`config.mk`:
```
export PLATFORM = sky130hd
export DESIGN_NAME = prio_irq_ctrl
export DESIGN_NICKNAME = d
export VERILOG_FILES = /design/src/rtl/pic_pkg.sv /design/src/rtl/pic_prio_enc.sv /design/src/rtl/pic_line_slice.sv /design/src/rtl/pic_cmd_fsm.sv /design/src/rtl/prio_irq_ctrl.sv
export SDC_FILE = /design/constraint.sdc
export NUM_CORES = 1
export LEC_CHECK = 0
export ABC_CLOCK_PERIOD_IN_PS = 4200
export BUFFER_PORTS_ARGS = -buffer_cell sky130_fd_sc_hd__buf_2
export CORE_MARGIN = 2
export CORE_UTILIZATION = 50
export CTS_BUF_LIST = sky130_fd_sc_hd__clkbuf_16
export CTS_CLUSTER_SIZE = 40
export DETAILED_ROUTE_END_ITERATION = 8
export GPL_TIMING_DRIVEN = 0
export PLACE_DENSITY = 0.7
export SLEW_MARGIN = 20
export SYNTH_ARGS = -nofsm -noshare
export SYNTH_HDL_FRONTEND = slang
export SYNTH_HIERARCHICAL = 1
export SYNTH_SLANG_ARGS = --single-unit
```
`constraint.sdc`:
```
create_clock -name clk -period 4.2 [get_ports clk]
set_clock_uncertainty 0.05 [all_clocks]
set_input_delay 0.21 -clock clk [delete_from_list [all_inputs] [get_ports clk]]
set_output_delay 0.21 -clock clk [all_outputs]
set_load 0.005 [all_outputs]
```
`src/rtl/pic_pkg.sv`:
```
package pic_pkg;
    typedef enum logic [0:0] {
        ST_RUN        = 1'b0,
        ST_BASE_ARMED = 1'b1
    } cmd_state_e;

    localparam logic [7:0] CMD_EOI     = 8'h20;
    localparam int         CMD_ARM_BIT = 7;
endpackage

```
`src/rtl/pic_prio_enc.sv`:
```
module pic_prio_enc #(
    parameter int N = 8,
    localparam int W = (N > 1) ? $clog2(N) : 1
) (
    input  logic [N-1:0] bits,
    output logic         any,
    output logic [W-1:0] idx
);
    always_comb begin
        any = |bits;
        idx = '0;
        for (int i = N - 1; i >= 0; i--) begin
            if (bits[i]) idx = W'(i);
        end
    end
endmodule

```
`src/rtl/pic_line_slice.sv`:
```
module pic_line_slice (
    input  logic clk,
    input  logic rst_n,
    input  logic req_in,
    input  logic take,
    input  logic retire,
    output logic pend_q,
    output logic serv_q
);
    logic req_d;

    always_ff @(posedge clk) begin
        if (!rst_n) begin
            req_d  <= 1'b0;
            pend_q <= 1'b0;
            serv_q <= 1'b0;
        end else begin
            req_d  <= req_in;
            pend_q <= (pend_q & ~take) | (req_in & ~req_d);
            if (take)        serv_q <= 1'b1;
            else if (retire) serv_q <= 1'b0;
        end
    end
endmodule

```
`src/rtl/pic_cmd_fsm.sv`:
```
module pic_cmd_fsm
    import pic_pkg::*;
#(
    parameter int DATA_W = 8
) (
    input  logic              clk,
    input  logic              rst_n,
    input  logic              wr,
    input  logic              addr,
    input  logic [DATA_W-1:0] wdata,
    output logic              eoi_pulse,
    output logic              mask_load,
    output logic              base_load
);
    cmd_state_e state, state_nxt;

    always_ff @(posedge clk) begin
        if (!rst_n) state <= ST_RUN;
        else        state <= state_nxt;
    end

    always_comb begin
        state_nxt = state;
        eoi_pulse = 1'b0;
        mask_load = 1'b0;
        base_load = 1'b0;
        unique case (state)
            ST_RUN: begin
                if (wr && addr) begin
                    mask_load = 1'b1;
                end else if (wr && wdata[CMD_ARM_BIT]) begin
                    state_nxt = ST_BASE_ARMED;             // arm
                end else if (wr && wdata == DATA_W'(CMD_EOI)) begin
                    eoi_pulse = 1'b1;
                end
            end
            ST_BASE_ARMED: begin
                if (wr && addr) begin
                    base_load = 1'b1;
                    state_nxt = ST_RUN;                    // load
                end else if (wr && !wdata[CMD_ARM_BIT]) begin
                    state_nxt = ST_RUN;                    // cancel
                    eoi_pulse = (wdata == DATA_W'(CMD_EOI));
                end
            end
            default: state_nxt = ST_RUN;
        endcase
    end
endmodule

```
`src/rtl/prio_irq_ctrl.sv`:
```
module prio_irq_ctrl #(
    parameter int              NUM_LINES  = 8,
    parameter int              DATA_W     = 8,
    parameter logic [DATA_W-1:0] RESET_BASE = 8'h08,
    parameter int              CASC_LINE  = 2
) (
    input  logic                 clk,
    input  logic                 rst_n,
    input  logic [NUM_LINES-1:0] irq_in,
    input  logic                 casc_en,
    input  logic                 bus_wr,
    input  logic                 bus_addr,
    input  logic [DATA_W-1:0]    bus_wdata,
    input  logic                 inta,
    output logic                 int_out,
    output logic                 vec_valid,
    output logic [DATA_W-1:0]    vec_out,
    output logic                 casc_ack
);
    localparam int IDX_W = (NUM_LINES > 1) ? $clog2(NUM_LINES) : 1;

    logic [NUM_LINES-1:0] irr_vec, isr_vec, mask_q, take_vec, retire_vec;
    logic [DATA_W-1:0]    base_q;
    logic                 p_any, s_any, grant_ok, eoi_pulse, mask_load, base_load;
    logic [IDX_W-1:0]     p_idx, s_idx;

    pic_cmd_fsm #(.DATA_W(DATA_W)) u_fsm (
        .clk(clk), .rst_n(rst_n), .wr(bus_wr), .addr(bus_addr),
        .wdata(bus_wdata), .eoi_pulse(eoi_pulse),
        .mask_load(mask_load), .base_load(base_load)
    );

    pic_prio_enc #(.N(NUM_LINES)) u_pend_enc (
        .bits(irr_vec & ~mask_q), .any(p_any), .idx(p_idx)
    );

    pic_prio_enc #(.N(NUM_LINES)) u_serv_enc (
        .bits(isr_vec), .any(s_any), .idx(s_idx)
    );

    assign grant_ok = p_any && (!s_any || (p_idx < s_idx));
    assign int_out  = grant_ok;

    for (genvar n = 0; n < NUM_LINES; n++) begin : g_line
        assign take_vec[n]   = inta && grant_ok && (p_idx == IDX_W'(n));
        assign retire_vec[n] = eoi_pulse && s_any && (s_idx == IDX_W'(n));
        pic_line_slice u_slice (
            .clk(clk), .rst_n(rst_n), .req_in(irq_in[n]),
            .take(take_vec[n]), .retire(retire_vec[n]),
            .pend_q(irr_vec[n]), .serv_q(isr_vec[n])
        );
    end

    always_ff @(posedge clk) begin
        if (!rst_n) begin
            mask_q <= '0;
            base_q <= RESET_BASE;
        end else begin
            if (mask_load) mask_q <= bus_wdata[NUM_LINES-1:0];
            if (base_load) base_q <= bus_wdata;
        end
    end

    always_ff @(posedge clk) begin
        if (!rst_n) begin
            vec_valid <= 1'b0;
            casc_ack  <= 1'b0;
            vec_out   <= '0;
        end else begin
            vec_valid <= 1'b0;
            casc_ack  <= 1'b0;
            if (inta) begin
                if (grant_ok && casc_en && p_idx == IDX_W'(CASC_LINE)) begin
                    casc_ack <= 1'b1;
                end else begin
                    vec_valid <= 1'b1;
                    vec_out   <= base_q + (grant_ok ? DATA_W'(p_idx)
                                                    : DATA_W'(NUM_LINES - 1));
                end
            end
        end
    end
endmodule

```
======== After elaboration in Yosys (flattened, before gate mapping) ========
Cells that the tools add are included.
word-level totals
  bits in registers ....................... 51
  bits of input ports ..................... 22
  output and inout bits ................... 11
  word-level logic and storage cells ...... 182
operators by class
  $add $sub $neg .......................... 1
  order comparisons ....................... 1
  equal/unequal tests ..................... 15
  mux-type cells .......................... 49
  bitwise logic cells ..................... 44
  reductions and logical operators ........ 42
operator list
  operator                                                          number
  3-bit two-way mux                                                 17
  1-bit two-way mux                                                 30
  1-bit logical AND                                                 25
  3-bit == test (second input constant)                             8
  1-bit NOT                                                         18
  1-bit bitwise AND                                                 16
  2-bit nonzero test                                                8
  8-bit OR reduction                                                2
  3-bit by 2-bit == test with 1-bit output (second input constant)  4
  8-bit by 3-bit adder with 8-bit output                            1
  8-bit bitwise AND                                                 1
  8-bit by 6-bit == test with 1-bit output (second input constant)  1
  8-bit NOT                                                         1
  1-bit OR                                                          8
  3-bit by 1-bit == test with 1-bit output (second input constant)  2
  3-bit logical NOT                                                 2
  1-bit case mux with 2 select lines                                2
  2-bit AND reduction                                               2
  3-bit < comparator                                                1
  1-bit logical NOT                                                 2
  1-bit logical OR                                                  1

======== Depth between registers and ports, before layout ========
  word-level depth ........................ 18
  mapped depth ............................ 18
  depth with buffers taken out ............ 18

======== Cells and area by module ========
The synthesis kept the hierarchy.
by module, submodules not included
  module          instances  cells an instance  area each (um^2)  seq. area each (um^2)
  prio_irq_ctrl   1          162                1453.9            520.5
  pic_line_slice  8          9                  111.4             60.1
  pic_prio_enc    2          13                 81.3              0.0
  pic_cmd_fsm     1          10                 81.3              20.0

======== Worst setup path after synthesis ========
No wires, ideal clock.
  path kind ............................... reg2reg
  start point ............................. reg g_line[4].u_slice.pend_q
  end point ............................... reg vec_out[5]
  data arrival time ....................... 3050 ps
  slack ................................... 1012 ps
  stages on the path, launching flop included .. 16
  path through ............................ dfxtp_1 -> nor2b_1 -> nor4_2 -> and3b_1 -> ha_1 -> o21ai_0 -> nand2_1 -> and2_4 -> inv_1 -> nand2b_1 -> ha_1 -> a211oi_1 -> nor2_1 -> and3_1 -> xnor2_1 -> a311oi_2
on the way
  longest elaborated chain between the ends .. 13
  elaborated cells between the ends (all ways) .. 17
  classes of those cells .................. add/sub (1); order compare (1); eq/ne (1); mux (6); bitwise (2); reduce/logical (6)
ends and longest elaborated chain
  item                                                                                            line                  RTL
  start: declaration                                                                              pic_line_slice.sv:7   output logic pend_q,
  start signal: assignment                                                                        pic_line_slice.sv:19  pend_q <= (pend_q & ~take) | (req_in & ~req_d);
  8-bit bitwise AND (*)                                                                           prio_irq_ctrl.sv:34   .bits(irr_vec & ~mask_q), .any(p_any), .idx(p_idx)
  3-bit two-way mux (*) (5 in series)                                                             pic_prio_enc.sv:13    if (bits[i]) idx = W'(i);
  named net p_idx[2]                                                                              prio_irq_ctrl.sv:25   logic [IDX_W-1:0] p_idx, s_idx;
  3-bit < comparator (*)                                                                          prio_irq_ctrl.sv:41   assign grant_ok = p_any && (!s_any || (p_idx < s_idx));
  1-bit logical OR (*)                                                                            prio_irq_ctrl.sv:41
  1-bit logical AND (*)                                                                           prio_irq_ctrl.sv:41
  named net int_out                                                                               prio_irq_ctrl.sv:15   output logic int_out,
  parallel branches: the longest is 4 deep, another holds 8-bit by 3-bit adder with 8-bit output  n/a
  end signal: assignment                                                                          prio_irq_ctrl.sv:77   vec_out <= base_q + (grant_ok ? DATA_W'(p_idx)
  end: declaration                                                                                prio_irq_ctrl.sv:17   output logic [DATA_W-1:0] vec_out,
Mark *: on every way through the listed nets, which the timed path passes.
A chain may end at the register's enable or synchronous reset.

======== Worst setup path after layout ========
  start point ............................. reg g_line[4].u_slice.serv_q
  end point ............................... reg vec_out[6]
on the way
  longest elaborated chain between the ends .. 12
  elaborated cells between the ends (all ways) .. 16
  classes of those cells .................. add/sub (1); order compare (1); mux (6); bitwise (1); reduce/logical (7)
ends and longest elaborated chain
  item                                                                                            line                  RTL
  start: declaration                                                                              pic_line_slice.sv:8   output logic serv_q
  start signal: assignment                                                                        pic_line_slice.sv:16  serv_q <= 1'b0;
  start signal: assignment                                                                        pic_line_slice.sv:20  if (take) serv_q <= 1'b1;
  start signal: assignment                                                                        pic_line_slice.sv:21  else if (retire) serv_q <= 1'b0;
  3-bit two-way mux (*) (5 in series)                                                             pic_prio_enc.sv:13
  named net s_idx[1]                                                                              prio_irq_ctrl.sv:25
  3-bit < comparator (*)                                                                          prio_irq_ctrl.sv:41
  1-bit logical OR (*)                                                                            prio_irq_ctrl.sv:41
  1-bit logical AND (*)                                                                           prio_irq_ctrl.sv:41
  parallel branches: the longest is 4 deep, another holds 8-bit by 3-bit adder with 8-bit output  n/a
Marked as above.

==> results.md <==
Synth:
- The fraction of synthesized cell area in xor and xnor cells is 1.69%.
- After synthesis, the largest family of logic cells by area is simple AND/OR/NAND/NOR gates.
- The dominant cell type by area after synthesis is sky130_fd_sc_hd__dfxtp_1.
- The synthesized netlist devotes between 30% and 40% of its cell area to simple gates.
- The sequential-to-total area share from yosys stat is 39.4%.
- The adder-cell area share of the yosys netlist is under 10%.
- The number of distinct standard cells referenced by the synthesized netlist is 48.
- The synthesized netlist devotes 15.9% of its cell area to compound gates.
- The register bit total from synthesis is a little over 50.
- By area the synthesized netlist is led by sky130_fd_sc_hd__dfxtp_1 39%, sky130_fd_sc_hd__mux2i_1 6.2%, sky130_fd_sc_hd__nor2_1 4.6%, sky130_fd_sc_hd__nor2b_1 4.6%, sky130_fd_sc_hd__nand2b_4 4.3%.
- The area fraction of the dominant cell type after synthesis is approximately 40%.
- The number of warnings reported in the yosys synthesis log is 6.
- In this run, synthesis inferred 0 flip-flops with an integrated enable.
- Multiplexer cells account for between 6 and 7% of the synthesized area.
- The average instance in the mapped netlist occupies 9.59 µm².
- In the synthesized netlist, the number of instances is 270.
- For this run, asynchronously set or reset flops after synthesis account for 0%.
- Among all flip-flop cells after synthesis, the most frequent one is sky130_fd_sc_hd__dfxtp_1.
- The cell area after technology mapping is roughly 2600 µm².
- Synthesis produced a netlist with a net count of 298.

Global route:
- The number of antenna violations at the first check in global routing is 0.
- The number of global-route vias before repair was roughly 1900.
- The global-route congestion overflow total is 0.
- Global routing used 18.8% of the available tracks across all layers.
- The global-route wire length before repair is slightly below 9 mm.
- Entering global routing, the biggest net connects 28 pins.

Die:
- The floorplan has 26 rows.
- The die covers between 5000 and 6000 µm².
- 33 I/O pins were placed.
- The initial core utilization is between 50% and 60%.
- In this run the horizontal extent of the chip is approximately 76 µm.
- The floorplan core area is around 5000 µm².
- The die is 76.0 µm tall.

Placement:
- The area of placed instances is 2840 µm².
- Once detailed placement completed, the half-perimeter wirelength came to 3.79 mm.
- At the end of routability-driven placement, the weighted congestion stood at around 0.84.
- In this run the tool buffered the top-level ports with 32 buffer cells.
- The worst setup slack after placement is ~0.70 ns.

Clock tree:
- The post-cts hold buffer count is 0.
- The clock-pin slew reported for the worst setup and hold paths after clock tree synthesis is around 0.070 ns.
- The clock passes through at most 2 buffers.
- Clock tree synthesis selected as its root buffer the cell sky130_fd_sc_hd__clkbuf_16.
- Buffers inserted during clock tree synthesis total 5.
- The clock net in this run drives a total of between 50 and 60 sinks.
- The source-to-sink clock delay at the later pin of the worst-skew pair is roughly 0.29 ns.
- The TritonCTS clock tree is built.
- The maximum level of the CTS H-tree is 2.
- The number of gates resized after cts is 0.
- The number of setup buffers added after CTS is 0.

Timing:
- In the post-route analysis, the smallest setup slack over all paths is between 0.6 and 0.7 ns.
- The final hold violation count is 0.
- Setup repair after global routing left no endpoint under its margin.
- The maximum achievable frequency is between 200 and 300 MHz.
- The remaining max-slew budget at the tightest pin is 59.1%.
- The slew at the pin closest to its max-slew limit is approximately 0.6 ns.
- The smallest clock period supported by the final layout is computed as between 3 and 4 ns.
- The number of slew-limit violations in the final report came to 0.
- The total negative setup slack is 0 ns.
- The final period utilization is 83.6%.
- Setup violations remaining at the end of the flow were counted as 0.

Setup path:
- At the worst endpoint, the arrival time is 3.67 ns.
- The cell family contributing the most delay on the critical path is compound AO/OA/AOI/OAI gates.
- The startpoint kind of the worst setup timing path is a flop.
- The most common cell type on the critical path is sky130_fd_sc_hd__inv_1.
- The critical path is of the flop to flop type.
- The required arrival time at the worst endpoint is about 4.4 ns.
- The critical path's largest stage delay is ~0.46 ns.
- The cell with the biggest individual delay on the critical path is sky130_fd_sc_hd__a21boi_0.
- The number of buffers and inverters on the critical path is 4.
- The critical-path maximum fanout is 6.
- STA classifies the critical path endpoint as a flop.
- Walking the worst path, the cells encountered are nor2_1, o21ai_0, a21boi_0, inv_1, ha_1, inv_1, o211ai_2, and2_4, inv_1, nand2b_1, ha_1, inv_1, fa_1, nor2b_1, o2111ai_1, xor2_1, a311oi_2.

Routing:
- The number of antenna-violating nets in the routed design is 0.
- The number of design rule violations left after detail routing is 0.
- Wires add up to 4.95 mm.
- The first detailed-routing pass took 4 iterations.
- Using the TritonRoute via totals, the vias-per-cell ratio works out to between 5 and 6.
- Dividing the detail-routed wire length by the instance count gives 13.0 µm.
- The first routing iteration left 88 violations.
- The detailed-route via count is around 2000.

Power:
- IR analysis of the VDD net gives a maximum drop of approximately 270 µV.
- The analysis attributes to cell leakage a power of 1.19 nW.
- The total net switching power is 0.000373 W.
- In this run, the clock network consumes between 30 and 40% of the power.
- Power spread over the standard cell area amounts to roughly 420 nW/µm².
- Combinational cells account for about a quarter of the total power.
- The part of the total power dissipated in sequential elements is between 40% and 50%.
- Of the total power, the share spent switching nets is between 20% and 30%.
- The internal power of the cells totals 0.000888 W.

Cells and area:
- The total of fill cells in the finished design is 447.
- The finished cells cover 2990 µm².
- The most common cell after layout, fill and taps aside is sky130_fd_sc_hd__dfxtp_1.
- The final layout contains between 300 and 400 nets.
- The number of antenna diodes in the final layout is 0.
- The top cell types in the final layout, fill and taps aside, are 51 x sky130_fd_sc_hd__dfxtp_1, 34 x sky130_fd_sc_hd__buf_2, 32 x sky130_fd_sc_hd__nor2_1, 19 x sky130_fd_sc_hd__nor2b_1, 16 x sky130_fd_sc_hd__mux2i_1.
- Of the cells placed in the final design, the portion with a size suffix greater than 1 is 24.5%.
- The post-synthesis to final-layout area growth is 15.5%.
- The fraction of the core area covered by cells at the end of the flow is 59.3%.

Worst hold path:
- The min-delay analysis places its worst path in the category input pin to flop.

Run status:
- The run finished with clean final reports.

Job:
- Across the run, the number of max-cap violations was 0.
layer usage:
| metal | GRT usage, % | wire length, µm | up-vias |
|---|---|---|---|
| li1 | - | - | 1022 |
| met1 | 22.5 | 2240 | 890 |
| met2 | 33.9 | 2460 | 32 |
| met3 | 3.81 | 189 | 6 |
| met4 | 5.82 | 57 | 0 |
| met5 | 0 | 0 | - |
cell families (layout without fill, tap and decap cells):
logic type | Yosys count | after routing
mux | 16 | 16
compound gates | 52 | 52
flops | 51 | 51
fa+ha+maj | 6 | 6
simple gates | 121 | 121
buf+inv | 19 | 59
xor+xnor | 5 | 5
area by class of cell:
class	instances	area, µm²	area share, %
clock buffer	5	125	4.18
inverter	11	41.3	1.38
sequential	51	1020	34.1
multi-input combinational	200	1480	49.5
timing repair buffer	32	160	5.36
tap	70	87.6	2.93
buffer	8	47.5	1.59
clock inverter	3	28.8	0.962
final timing paths:
check / startpoint / end / cells after the start / slack, ns
worst max-delay path: g_line[4].u_slice/serv_q$_SDFFE_PN0P_ / vec_out[6]$_SDFFE_PN0P_ / 17 / 0.69
worst min-delay path: irq_in[5] / g_line[5].u_slice/req_d$_SDFF_PN0_ / 2 / 0.09
worst max register to register: g_line[4].u_slice/serv_q$_SDFFE_PN0P_ / vec_out[6]$_SDFFE_PN0P_ / 17 / 0.69
worst min register to register: vec_out[0]$_SDFFE_PN0P_ / vec_out[0]$_SDFFE_PN0P_ / 2 / 0.43
per-stage QoR:
stage / power, W / std cells / hold slack [ns]
floorplan: 0.000778 / 270 / 0.222
global placement: 0.000850 / 372 / 0.384
detailed placement: 0.000856 / 372 / 0.387
CTS: 0.00128 / 380 / 0.0851
global route: 0.00133 / 380 / 0.0968
finish: 0.00126 / 380 / 0.0898
power by group through the flow:
stage	Combinational, W	Sequential, W	Clock (W)
after CTS	0.000311	0.000537	0.000427
after global routing	0.000343	0.000542	0.000447
after detailed placement	0.000308	0.000548	0
after floorplan	0.000232	0.000546	0
after global placement	0.000303	0.000548	0
final	0.000309	0.000537	0.000414
worst register-to-register path: cells and delay by family, from the launching register on:
family / cells / cell delay [ns]
xor+xnor: 1 / 0.17
fa+ha+maj: 3 / 0.87
flops: 1 / 0.34
compound gates: 5 / 1.11
simple gates: 4 / 0.56
buf+inv: 4 / 0.31
registers in the layout, summed over array words and instances, names as in the netlist:
register and flops:
base_q 8, g_line.u_slice/pend_q 8, g_line.u_slice/req_d 8, g_line.u_slice/serv_q 8, mask_q 8, vec_out 8
casc_ack 1, u_fsm/state 1, vec_valid 1
synthesized netlist by cell type (2+ instances only):
| library cell | n |
|---|---|
| sky130_fd_sc_hd__a21boi_0 | 2 |
| sky130_fd_sc_hd__o41ai_1 | 2 |
| sky130_fd_sc_hd__nor3_1 | 6 |
| sky130_fd_sc_hd__ha_1 | 5 |
| sky130_fd_sc_hd__nand2b_1 | 12 |
| sky130_fd_sc_hd__nor2b_1 | 19 |
| sky130_fd_sc_hd__o21a_1 | 8 |
| sky130_fd_sc_hd__nand2b_4 | 8 |
| sky130_fd_sc_hd__a211oi_1 | 3 |
| sky130_fd_sc_hd__nor4_1 | 2 |
| sky130_fd_sc_hd__nor2_1 | 32 |
| sky130_fd_sc_hd__dfxtp_1 | 51 |
| sky130_fd_sc_hd__inv_1 | 10 |
| sky130_fd_sc_hd__nor3b_2 | 2 |
| sky130_fd_sc_hd__clkbuf_1 | 2 |
| sky130_fd_sc_hd__buf_1 | 2 |
| sky130_fd_sc_hd__nor4_2 | 2 |
| sky130_fd_sc_hd__and2_1 | 8 |
| sky130_fd_sc_hd__buf_6 | 2 |
| sky130_fd_sc_hd__o21ai_0 | 8 |
| sky130_fd_sc_hd__buf_2 | 2 |
| sky130_fd_sc_hd__a311oi_2 | 4 |
| sky130_fd_sc_hd__a21oi_1 | 11 |
| sky130_fd_sc_hd__o21bai_1 | 2 |
| sky130_fd_sc_hd__nor4b_1 | 3 |
| sky130_fd_sc_hd__and3b_1 | 2 |
| sky130_fd_sc_hd__xnor2_1 | 3 |
| sky130_fd_sc_hd__mux2i_1 | 16 |
| sky130_fd_sc_hd__nand3b_1 | 2 |
| sky130_fd_sc_hd__xor2_1 | 2 |
| sky130_fd_sc_hd__a21boi_2 | 8 |
| sky130_fd_sc_hd__nand2_1 | 8 |
| sky130_fd_sc_hd__nand3_1 | 6 |
(Power assumes the default switching activity.)
